[config.mk]
export PLATFORM = sky130hd
export DESIGN_NAME = lin_sweep_acc
export DESIGN_NICKNAME = d
export VERILOG_FILES = /design/src/rtl/sweep_pkg.sv /design/src/rtl/sweep_rate_div.sv /design/src/rtl/sweep_step.sv /design/src/rtl/lin_sweep_acc.sv
export SDC_FILE = /design/constraint.sdc
export NUM_CORES = 1
export LEC_CHECK = 0
export ABC_AREA = 1
export ABC_CLOCK_PERIOD_IN_PS = 7000
export BUFFER_PORTS_ARGS = -buffer_cell sky130_fd_sc_hd__buf_4
export CORE_AREA = 2 2 123 125
export DETAILED_ROUTE_END_ITERATION = 16
export DIE_AREA = 0 0 125 127
export SLEW_MARGIN = 15
export SYNTH_ARGS = -nofsm -noshare
export SYNTH_HDL_FRONTEND = slang
export SYNTH_SLANG_ARGS = --single-unit
[constraint.sdc]
create_clock -name clk_i -period 7 [get_ports clk_i]
set_input_delay 0.7 -clock clk_i [delete_from_list [all_inputs] [get_ports clk_i]]
set_output_delay 0.7 -clock clk_i [all_outputs]
set_load 0.05 [all_outputs]
[src/rtl/sweep_pkg.sv]
package sweep_pkg;
  typedef enum logic {
    SWEEP_UP   = 1'b0,
    SWEEP_DOWN = 1'b1
  } sweep_dir_e;
endpackage

[src/rtl/sweep_rate_div.sv]
module sweep_rate_div #(
  parameter int DIV_W = 8
) (
  input  logic             clk_i,
  input  logic             rst_ni,
  input  logic             restart_i,
  input  logic             run_i,
  input  logic [DIV_W-1:0] div_i,
  output logic             tick_o
);
  logic [DIV_W-1:0] cnt_q;
  logic [DIV_W-1:0] reload;

  // K=0 behaves as K=1
  assign reload = (div_i == '0) ? '0 : div_i - 1'b1;
  assign tick_o = run_i && !restart_i && (cnt_q == '0);

  always_ff @(posedge clk_i or negedge rst_ni) begin
    if (!rst_ni)        cnt_q <= '0;
    else if (restart_i) cnt_q <= reload;
    else if (run_i) begin
      if (cnt_q == '0)  cnt_q <= reload;
      else              cnt_q <= cnt_q - 1'b1;
    end
  end
endmodule

[src/rtl/sweep_step.sv]
module sweep_step #(
  parameter int ACC_W   = 16,
  parameter int DELTA_W = 8
) (
  input  sweep_pkg::sweep_dir_e dir_i,
  input  logic [ACC_W-1:0]      acc_i,
  input  logic [DELTA_W-1:0]    delta_i,
  input  logic [ACC_W-1:0]      lo_i,
  input  logic [ACC_W-1:0]      hi_i,
  output logic [ACC_W-1:0]      next_o,
  output logic                  hit_o
);
  localparam int WW = ACC_W + 1;

  logic [WW-1:0] d_w, sum_w, floor_w;

  // one spare bit so limit compares never see wraparound
  assign d_w     = {{(WW-DELTA_W){1'b0}}, delta_i};
  assign sum_w   = {1'b0, acc_i} + d_w;
  assign floor_w = {1'b0, lo_i} + d_w;

  always_comb begin
    if (dir_i == sweep_pkg::SWEEP_UP) begin
      hit_o  = sum_w >= {1'b0, hi_i};
      next_o = hit_o ? hi_i : sum_w[ACC_W-1:0];
    end else begin
      hit_o  = {1'b0, acc_i} <= floor_w;
      next_o = hit_o ? lo_i : acc_i - d_w[ACC_W-1:0];
    end
  end
endmodule

[src/rtl/lin_sweep_acc.sv]
module lin_sweep_acc #(
  parameter int ACC_W   = 16,
  parameter int DELTA_W = 8,
  parameter int DIV_W   = 8
) (
  input  logic               clk_i,
  input  logic               rst_ni,
  input  logic               start_i,
  input  logic               dir_i,
  input  logic [DELTA_W-1:0] delta_i,
  input  logic [DIV_W-1:0]   rate_div_i,
  input  logic [ACC_W-1:0]   lo_lim_i,
  input  logic [ACC_W-1:0]   hi_lim_i,
  output logic [ACC_W-1:0]   ftw_o,
  output logic               done_o
);
  import sweep_pkg::*;

  logic [ACC_W-1:0] acc_q, acc_next;
  logic             run_q, done_q, step_en, hit;
  sweep_dir_e       dir_q;

  sweep_rate_div #(.DIV_W(DIV_W)) u_div (
    .clk_i    (clk_i),
    .rst_ni   (rst_ni),
    .restart_i(start_i),
    .run_i    (run_q),
    .div_i    (rate_div_i),
    .tick_o   (step_en)
  );

  sweep_step #(.ACC_W(ACC_W), .DELTA_W(DELTA_W)) u_step (
    .dir_i  (dir_q),
    .acc_i  (acc_q),
    .delta_i(delta_i),
    .lo_i   (lo_lim_i),
    .hi_i   (hi_lim_i),
    .next_o (acc_next),
    .hit_o  (hit)
  );

  always_ff @(posedge clk_i or negedge rst_ni) begin
    if (!rst_ni) begin
      acc_q  <= '0;
      run_q  <= 1'b0;
      done_q <= 1'b0;
      dir_q  <= SWEEP_UP;
    end else if (start_i) begin
      acc_q  <= dir_i ? hi_lim_i : lo_lim_i;
      dir_q  <= sweep_dir_e'(dir_i);
      run_q  <= 1'b1;
      done_q <= 1'b0;
    end else if (step_en) begin
      acc_q <= acc_next;
      if (hit) begin
        run_q  <= 1'b0;
        done_q <= 1'b1;
      end
    end
  end

  assign ftw_o  = acc_q;
  assign done_o = done_q;
endmodule

==> reports/qor.yml, run 1 <==
sta:
  hold_viol_final: 0
  hold_slack_ns: 0.3399
  setup_tns_ns: 0
  worst_slew_margin_rel_pct: 48.25
  fin_crit_sh_pct: 60.65
  finClkSkew_ns: 0.009095
  rsz0062_at_grt: "no"
  setup_viol: 0
  period_minus_slack_ns: 4.246
  worst_pin_slew_ns: 0.7754
  final_max_slew_viol_count: 0
  fmax_mhz: 235.5
power_and_ir_drop:
  p_switching_uw: 744.7
  vdd_drop_max_v: 0.0001107
  sequentialPowerShare_pct: 19.0
  cellLeakagePower_uw: 0.003092
  pwr-share-comb_pct: 69.9
  p_per_area_nw_per_um2: 232.9
  p_clk_share_pct: 11.1
  swShare_pct: 55.88
  p_int_uw: 587.9
synth:
  netlist_top_cells_count: "nand2_1 (207), inv_1 (132), nand3_1 (95), nor2_1 (76), ha_1 (59)"
  yosysSeqAreaShare_pct: 13.44
  yosysUniqueCellTypes: 46
  avgSynthCellArea_um2: 5.979
  synth_top_area_share_pct: 15.45
  yosysTopAreaCell: "nand2_1"
  synth_ff_type: "dfrtp_1"
  synth_area_um2: 5029
  synth_cells: 841
  synthTopCellsByArea: "nand2_1 (15%), ha_1 (15%), dfrtp_1 (13%)"
  ys_ff_latch: 27
  synth_edf_count: 0
  syn_nets: 955
  synth_warnings: 0
  async_flop_share_pct: 100.0
  synth_most_common_cell: "nand2_1"
critical_path:
  r2r_slack_ns: 3.23
  cp-start-kind: "input port"
  critical_path.startpoint: "delta_i[2]"
  required_ns: 7.23
  ff2ff_path_depth: 19
  worstPathArrival_ns: 4.48
  critical_path_class: "input port to flop"
  crit_fanout: 27
  cp_slowest_cell: "o21ai_0"
  timing.rr.end: "done_o"
  cp-end-kind: "flop"
  crit-reg2reg-launch: "ftw_o[5]"
  crit_top_cell: "nand2_1"
  slowest_delay_ns: 0.37
detailed_routing:
  first_iter_violations: 384
  drcViolationCount: 0
  vias: 5479
  via_per_inst: 5.101
  routedWlPerCell_um: 15.23
  routed_wirelength_mm: 16.36
  ant_nets: 0
  drt_pre_antenna_iters: 5
global_routing:
  antenna_found_initial: 0
  grt.total_usage_pct: 20.65
  grt_max_degree: 34
  grt_pass1_wl_mm: 26.84
  gr-total-overflow: 0
  grt_pass1_vias: 5088
clock_tree:
  cts-root-buf: "clkbuf_16"
  clk_pin_slew_ns: 0.08
  cts_buffers: 3
  h-tree-depth: 1
  clock_latency_ns: 0.28
  cts_tree: "built"
  cts.sinks: 27
  cts_setup_buffers: 0
  clock_path_buffers: 2
  ctsHoldBuffers: 0
  cts_resized: 0
layout:
  antenna_cells: 0
  nFillCells: 1602
  fin_nets: 1005
  drive_above_1_share_pct: 11.35
  areaGrowthSynthToFinish_pct: 13.76
placement:
  globalplace.congestion: 0.9345
  port-buffer-count: 68
  place_hpwl_mm: 13.17
die:
  die_area_um2: 15880
  ios: 69
  start_util_pct: 34.86
  fp.coreArea_um2: 14420
  die_y_um: 127
  die_x_um: 125
  rows: 44
status:
  status: "complete, no violations"
job:
  max_cap_violations: 0
worst_hold_path:
  hold_path.class: "input port to asynchronous set/reset pin"
cell type report:
type / instances / area (µm²) / area share (%)
inverters: 139 / 521.8 / 9.121
clock inverters: 1 / 7.507 / 0.1312
multi-input cells: 651 / 3692 / 64.54
repair buffers: 69 / 518.0 / 9.055
well taps: 184 / 230.2 / 4.024
flip-flops and latches: 27 / 675.6 / 11.81
clock buffers: 3 / 75.07 / 1.312
through the flow:
stage	instances	utilization, %	instance area (µm²)	power, µW	setup WS, ns
6_report	1074	39.66	5720	1333	2.754
5_1_grt	1074	39.66	5720	1476	2.287
4_1_cts	1074	39.66	5720	1329	2.772
3_5_place_dp	1070	39.09	5638	1176	2.504
3_3_place_gp	1070	39.09	5638	1174	2.430
2_1_floorplan	841	-	5029	932.6	3.335
worst max-delay path: cells and delay by family:
kind | cells | cell delay, ns
adders and majority gates | 2 | 0.61
and+or+nand+nor | 18 | 1.92
AOI/OAI and AO/OA | 5 | 1.02
buffers and inverters | 3 | 0.21
per-layer routing:
layer,global-route usage [%],wire length [µm],vias to the layer above
met5,0,0,-
met4,4.771,217,0
met3,1.759,1206,15
met2,30.79,6732,205
met1,32.06,8200,2438
li1,-,-,2821
worst max path at each step:
stage	slack (ns)	end	depth (start not counted)
floorplan	3.33	ftw_o[13]	28
global placement	2.43	ftw_o[13]	28
detailed placement	2.50	ftw_o[13]	28
CTS	2.77	ftw_o[13]	28
global route	2.29	ftw_o[8]	28
finish	2.75	ftw_o[13]	28
placed cells by master (no fill, tap or decap), types with 2 or more instances in the layout:
| master | count |
|---|---|
| xnor2_1 | 8 |
| a22oi_1 | 2 |
| ha_1 | 59 |
| a21oi_2 | 3 |
| nor3b_1 | 4 |
| inv_2 | 5 |
| clkinv_1 | 2 |
| nor2_2 | 2 |
| buf_4 | 69 |
| xor2_1 | 27 |
| a31oi_1 | 4 |
| nand3_1 | 95 |
| o211ai_1 | 5 |
| inv_1 | 132 |
| nand3b_1 | 6 |
| nor4_1 | 2 |
| o21ai_1 | 10 |
| clkbuf_16 | 3 |
| nand2_2 | 7 |
| or2_2 | 4 |
| nor2_1 | 76 |
| nand2_1 | 207 |
| dfrtp_1 | 27 |
| o21ai_0 | 36 |
| a21oi_1 | 51 |
| nor3_1 | 10 |
| nand4_1 | 15 |
| fa_1 | 3 |
registers in the layout, indices dropped and copies added, names as in the netlist:
name	flops
run_q	1
ftw_o	16
dir_q	1
done_o	1
u_div.cnt_q	8
power groups by stage:
stage / Combinational, µW / Clock (µW) / Sequential, µW
finish: 931 / 148 / 253
global placement: 919 / 0 / 255
floorplan: 625 / 0 / 308
detailed placement: 921 / 0 / 254
global route: 1060 / 157 / 258
CTS: 926 / 152 / 252
logic make-up (layout without fill, tap and decap cells):
logic type               count (synthesis)  count (layout)  share of synthesized area [%]
flip-flops                              27              27                          13.44
AND/OR/NAND/NOR                        432             432                          37.77
adder cells (fa/ha/maj)                 62              62                          15.87
XOR/XNOR                                35              35                          6.096
AO/OA/AOI/OAI                          122             122                          13.69
buffers and inverters                  163             212                          13.14
Note: power is estimated with default switching activity, not from simulation.
==> run 2, diff against run 1 <==
--- a/config.mk
+++ b/config.mk
@@ -5,12 +5,12 @@
 export SDC_FILE = /design/constraint.sdc
 export NUM_CORES = 1
 export LEC_CHECK = 0
-export ABC_AREA = 1
-export ABC_CLOCK_PERIOD_IN_PS = 7000
+export ABC_AREA = 0
+export ABC_CLOCK_PERIOD_IN_PS = 4250
 export BUFFER_PORTS_ARGS = -buffer_cell sky130_fd_sc_hd__buf_4
-export CORE_AREA = 2 2 123 125
+export CORE_AREA = 2 2 115 117
 export DETAILED_ROUTE_END_ITERATION = 16
-export DIE_AREA = 0 0 125 127
+export DIE_AREA = 0 0 117 119
 export SLEW_MARGIN = 15
 export SYNTH_ARGS = -nofsm -noshare
 export SYNTH_HDL_FRONTEND = slang
==> constraint.sdc (replaced) <==
create_clock -name clk_i -period 4.25 [get_ports clk_i]
set_input_delay 0.425 -clock clk_i [delete_from_list [all_inputs] [get_ports clk_i]]
set_output_delay 0.425 -clock clk_i [all_outputs]
set_load 0.05 [all_outputs]
==> reports/qor.yml, run 2 <==
detailed_routing:
  routed-wl-met3_um: 885
  maxUsedRoutingLayer: "met4"
  routedWlPerCell_um: 17.43
  drcViolationCount: 0
  m1WireLength_mm: 6.397
  ant_nets: 0
  vias: 4592
  routed_wirelength_mm: 14.38
  via_per_inst: 5.566
  wl_met2_mm: 6.673
  drt_pre_antenna_iters: 5
  first_iter_violations: 210
critical_path:
  required_ns: 4.36
  critical_path_class: "flop to flop"
  cp-start-kind: "flop"
  cp_cell_sequence: "ha_1 -> nor2b_1 -> a21oi_1 -> o21ai_1 -> buf_4 -> nand2b_1 -> nand3_1 -> xnor2_1 -> ha_1 -> nand4_1 -> nor2_2 -> a211oi_2 -> o211ai_2 -> buf_6 -> mux2_2 -> a21oi_1 -> a31oi_1"
  ff2ff_path_depth: 17
  cp_slowest_cell: "dfrtp_1"
  r2r_slack_ns: 0.17
  cp_top_family: "simple AND/OR/NAND/NOR gates"
  crit_buf_inv: 2
  timing.rr.end: "ftw_o[5]"
  crit-reg2reg-launch: "ftw_o[4]"
  worstPathArrival_ns: 4.20
  crit_fanout: 8
  slowest_delay_ns: 0.39
  cp-end-kind: "flop"
synth:
  ys_ff_latch: 27
  yosysTopAreaCell: "ha_1"
  synth_edf_count: 0
  syn_nets: 669
  synth_ff_type: "dfrtp_1"
  yosysUniqueCellTypes: 61
  netlist_top_cells_count: "ha_1 (59), nor2_1 (52), a21oi_1 (38), inv_1 (36), nand2_1 (32)"
  synthTopCellsByArea: "ha_1 (17%), dfrtp_1 (16%), xnor2_1 (4.9%)"
  async_flop_share_pct: 100.0
  synth_cells: 555
  avgSynthCellArea_um2: 7.771
  synth_area_um2: 4313
  synth_warnings: 0
  synth_top_area_share_pct: 17.12
  yosysSeqAreaShare_pct: 15.67
  synth_most_common_cell: "ha_1"
sta:
  setup_slack_ns: 0.1659
  fmax_mhz: 244.9
  rsz0062_at_grt: "yes"
  fin_crit_sh_pct: 96.10
  period_minus_slack_ns: 4.084
  setup_viol: 0
  finClkSkew_ns: 0.008602
  worst_slew_margin_rel_pct: 33.70
  hold_viol_final: 0
  final_max_slew_viol_count: 0
  worst_pin_slew_ns: 0.9854
job:
  max_cap_violations: 0
status:
  status: "complete, no violations"
placement:
  port-buffer-count: 68
  dpl_cell_area_um2: 5250
  place_hpwl_mm: 11.40
  post-place-ws_ns: -0.2397
  globalplace.congestion: 0.9026
layout:
  largest_reg_flops: 16
  utilization_pct: 42.05
  areaGrowthSynthToFinish_pct: 25.53
  final_area_um2: 5414
  layout_common_cells: "buf_4 (114), ha_1 (58), nor2_1 (51), inv_1 (36), a21oi_1 (35)"
  final_common_cell: "buf_4"
  antenna_cells: 0
  drive_above_1_share_pct: 23.42
  fin_nets: 764
die:
  die_area_um2: 13920
  fp.coreArea_um2: 12870
  die_x_um: 117
  rows: 42
  start_util_pct: 33.50
  die_y_um: 119
  ios: 69
worst_hold_path:
  hold_path.class: "input port to asynchronous set/reset pin"
global_routing:
  antenna_found_initial: 0
  grt_max_degree: 28
  gr-total-overflow: 0
  grt_pass1_wl_mm: 23.16
  grt.total_usage_pct: 20.93
  grt_pass1_vias: 4576
clock_tree:
  cts-root-buf: "clkbuf_16"
  cts.sinks: 27
  clk_pin_slew_ns: 0.08
  cts_tree: "built"
  clock_latency_ns: 0.28
  ctsHoldBuffers: 0
  clock_path_buffers: 2
  h-tree-depth: 1
  cts_buffers: 3
power_and_ir_drop:
  cellLeakagePower_uw: 0.002448
  p_per_area_nw_per_um2: 373.3
  vdd_drop_max_v: 0.0001519
==> run 2: worst max-delay path by stage <==
stage                from         to  slack [ns]  depth (start not counted)
2_1_floorplan  delta_i[1]   ftw_o[3]        0.31                         19
3_3_place_gp   delta_i[0]   ftw_o[5]       -0.22                         19
3_5_place_dp   delta_i[0]   ftw_o[3]       -0.24                         22
4_1_cts          ftw_o[0]   ftw_o[5]        0.01                         18
5_1_grt        delta_i[0]  ftw_o[12]       -0.02                         22
6_report         ftw_o[4]   ftw_o[5]        0.17                         17
==> run 2: through the flow <==
| step | instances | setup TNS (ns) | hold WS [ns] | total power (µW) |
|---|---|---|---|---|
| 2_1_floorplan | 555 | 0 | 0.1294 | 1268 |
| 3_3_place_gp | 819 | -1.379 | 0.3913 | 1709 |
| 3_5_place_dp | 819 | -2.477 | 0.3927 | 1725 |
| 4_1_cts | 823 | 0 | 0.08787 | 1977 |
| 5_1_grt | 825 | -0.01812 | 0.1050 | 2169 |
| 6_report | 825 | 0 | 0.06950 | 2021 |
==> run 2: final cells by class <==
type / count / area [µm²]
fillers: 1305 / 7461
clock buffers: 3 / 75.07
repair buffers: 115 / 867.1
multi-input cells: 467 / 3433
clock inverters: 1 / 7.507
inverters: 36 / 135.1
flip-flops and latches: 27 / 675.6
well taps: 176 / 220.2
==> run 2: power by group <==
part | internal, µW | switching [µW]
combinational | 595 | 806
sequential | 302 | 73.5
clock | 129 | 116
total | 1030 | 996
==> run 2: metal layers <==
layer / GRT usage (%) / vias up
met3: 2.697 / 36
met4: 7.353 / 0
met1: 27.90 / 2186
met2: 34.47 / 143
met5: 0 / -
li1: - / 2227
==> run 2: cell families (layout without fill, tap and decap cells) <==
| kind of cell | after synthesis | in the layout | share of synthesized area (%) |
|---|---|---|---|
| xor+xnor | 39 | 39 | 7.920 |
| simple gates | 188 | 188 | 21.56 |
| mux | 28 | 28 | 6.875 |
| fa+ha+maj | 62 | 62 | 18.51 |
| flops | 27 | 27 | 15.67 |
| compound gates | 150 | 150 | 23.30 |
| buf+inv | 61 | 155 | 6.179 |
==> run 2: what timing repair did <==
action | 4_1_cts | 5_1_grt
pin swaps | 0 | 10
buffers inserted | 0 | 2
setup endpoints to repair | 1 | 17
gates resized for setup | 1 | 16
==> run 2: worst register-to-register path: cells and delay by family, from the launching register on <==
family | cells | cell delay, ns
AOI/OAI and AO/OA | 6 | 0.92
xor gates and xnor gates | 1 | 0.17
adders and majority gates | 2 | 0.68
buffers and inverters | 2 | 0.36
DFF | 1 | 0.39
muxes | 1 | 0.35
and+or+nand+nor | 5 | 1.04
==> run 3, diff against run 2 <==
--- a/config.mk
+++ b/config.mk
@@ -6,7 +6,7 @@
 export NUM_CORES = 1
 export LEC_CHECK = 0
 export ABC_AREA = 0
-export ABC_CLOCK_PERIOD_IN_PS = 4250
+export ABC_CLOCK_PERIOD_IN_PS = 5260
 export BUFFER_PORTS_ARGS = -buffer_cell sky130_fd_sc_hd__buf_4
 export CORE_AREA = 2 2 115 117
 export DETAILED_ROUTE_END_ITERATION = 16
==> constraint.sdc (replaced) <==
create_clock -name clk_i -period 5.26 [get_ports clk_i]
set_input_delay 0.526 -clock clk_i [delete_from_list [all_inputs] [get_ports clk_i]]
set_output_delay 0.526 -clock clk_i [all_outputs]
set_load 0.05 [all_outputs]
==> reports/qor.yml, run 3 (synthesized netlist as in run 2, its figures left out) <==
die:
  start_util_pct: 33.50
  fp.coreArea_um2: 12870
  ios: 69
  die_y_um: 119
  rows: 42
  die_x_um: 117
  die_area_um2: 13920
detailed_routing:
  maxUsedRoutingLayer: "met4"
  routed_wirelength_mm: 14.25
  drcViolationCount: 0
  routedWlPerCell_um: 18.13
  first_iter_violations: 256
  drt_pre_antenna_iters: 5
  vias: 4423
  m1WireLength_mm: 6.279
  wl_met2_mm: 6.556
  ant_nets: 0
  via_per_inst: 5.627
  routed-wl-met3_mm: 1.052
layout:
  drive_above_1_share_pct: 16.39
  final_common_cell: "buf_4"
  largest_reg_flops: 16
  areaGrowthSynthToFinish_pct: 17.52
  layout_common_cells: "buf_4 (75), ha_1 (59), nor2_1 (52), a21oi_1 (38), inv_1 (36)"
  nFillCells: 1351
  fin_nets: 725
  antenna_cells: 0
critical_path:
  slowest_delay_ns: 0.62
  cp_cell_sequence: "buf_4 -> ha_1 -> a21o_1 -> a21oi_1 -> nor2b_1 -> o21a_1 -> o31a_1 -> a31oi_1 -> nor2b_1 -> xnor2_1 -> ha_1 -> nand4_1 -> nor4_1 -> o21ai_1 -> a41oi_2 -> nand2_1 -> nor2_1 -> a221oi_1 -> a31oi_1"
  critical_path_class: "input port to flop"
  worstPathArrival_ns: 5.09
  required_ns: 5.46
  cp-start-kind: "input port"
  cp-end-kind: "flop"
  cp_slowest_cell: "nor2_1"
  crit_fanout: 10
power_and_ir_drop:
  cellLeakagePower_uw: 0.002252
  p_int_uw: 762.1
  p_switching_uw: 783.6
  finalPower_uw: 1546
  p_clk_share_pct: 13.2
  sequentialPowerShare_pct: 21.0
  pwr-share-comb_pct: 65.8
  swShare_pct: 50.69
  p_per_area_nw_per_um2: 304.9
  vdd_drop_max_v: 0.0001397
clock_tree:
  cts_tree: "built"
  cts_buffers: 3
  clock_path_buffers: 2
  clk_pin_slew_ns: 0.09
  ctsHoldBuffers: 0
  cts_resized: 0
  clock_latency_ns: 0.28
  h-tree-depth: 1
  cts-root-buf: "clkbuf_16"
  cts_setup_buffers: 0
  cts.sinks: 27
sta:
  worst_slew_margin_rel_pct: 37.10
  setup_tns_ns: 0
  finClkSkew_ns: 0.002449
  rsz0062_at_grt: "no"
  period_minus_slack_ns: 4.894
  hold_viol_final: 0
  fmax_mhz: 204.3
  setup_slack_ns: 0.3663
  setup_viol: 0
  hold_slack_ns: 0.1720
  final_max_slew_viol_count: 0
  fin_crit_sh_pct: 93.04
  worst_pin_slew_ns: 0.9348
placement:
  port-buffer-count: 68
  place_hpwl_mm: 11.08
  post-place-ws_ns: 0.1408
  globalplace.congestion: 0.8855
global_routing:
  grt_pass1_wl_mm: 23.05
  antenna_found_initial: 0
  grt_pass1_vias: 4406
  gr-total-overflow: 0
  grt.total_usage_pct: 20.89
  grt_max_degree: 28
status:
  status: "complete, no violations"
worst_hold_path:
  hold_path.class: "input port to asynchronous set/reset pin"
job:
  max_cap_violations: 0
==> run 3: cell types whose count changed in the layout (fill, tap and decap cells not counted), moves of 2 or more <==
cell,delta
o21ai_0,+2
a21oi_2,-3
a21oi_1,+3
buf_4,-39
a211oi_1,+2
a221oi_2,-2
a221oi_1,+2
a211oi_2,-2
==> run 3: power groups by stage <==
| stage | clock network, µW | logic (µW) | registers [µW] |
|---|---|---|---|
| global placement | 0 | 989 | 328 |
| detailed placement | 0 | 1000 | 328 |
| CTS | 207 | 1010 | 324 |
| global route | 210 | 1110 | 334 |
| finish | 204 | 1020 | 324 |
| floorplan | 0 | 634 | 391 |
==> run 3: worst max-delay path: cells and delay by family <==
kind                       cells  cell delay, ns
xor gates and xnor gates       1            0.15
adders and majority gates      2            0.59
buffers and inverters          1            0.15
and+or+nand+nor                6            1.64
AOI/OAI and AO/OA              9            2.03
==> run 3: final timing paths <==
path	start	endpoint	slack, ns	depth (start not counted)
max	delta_i[1]	ftw_o[6]	0.37	19
min	rst_ni	ftw_o[10]	0.17	1
max reg2reg	ftw_o[0]	ftw_o[5]	0.62	16
min reg2reg	done_o	done_o	0.53	1
max in group asynchronous	rst_ni	ftw_o[9]	4.79	1
min in group clk_i	done_o	done_o	0.53	1
==> run 3: cell type report <==
class	count	area, µm²	area share, %
multi-input combinational	467	3371	66.50
sequential	27	675.6	13.33
timing repair buffer	76	583.1	11.50
tap	176	220.2	4.345
inverter	36	135.1	2.666
clock buffer	3	75.07	1.481
clock inverter	1	8.758	0.1728
==> run 3: metrics by stage <==
stage                     utilization, %  cell area [µm²]  std cells
final                              39.37             5069        786
after global routing               39.37             5069        786
after CTS                          39.37             5069        786
after detailed placement           38.72             4985        782
after global placement             38.72             4985        782
after floorplan                        -             4313        555
==> run 3: metal layers <==
layer | vias up | GRT usage (%)
met5 | - | 0
met2 | 170 | 33.56
met3 | 27 | 3.817
li1 | 2149 | -
met1 | 2077 | 28.49
met4 | 0 | 5.882
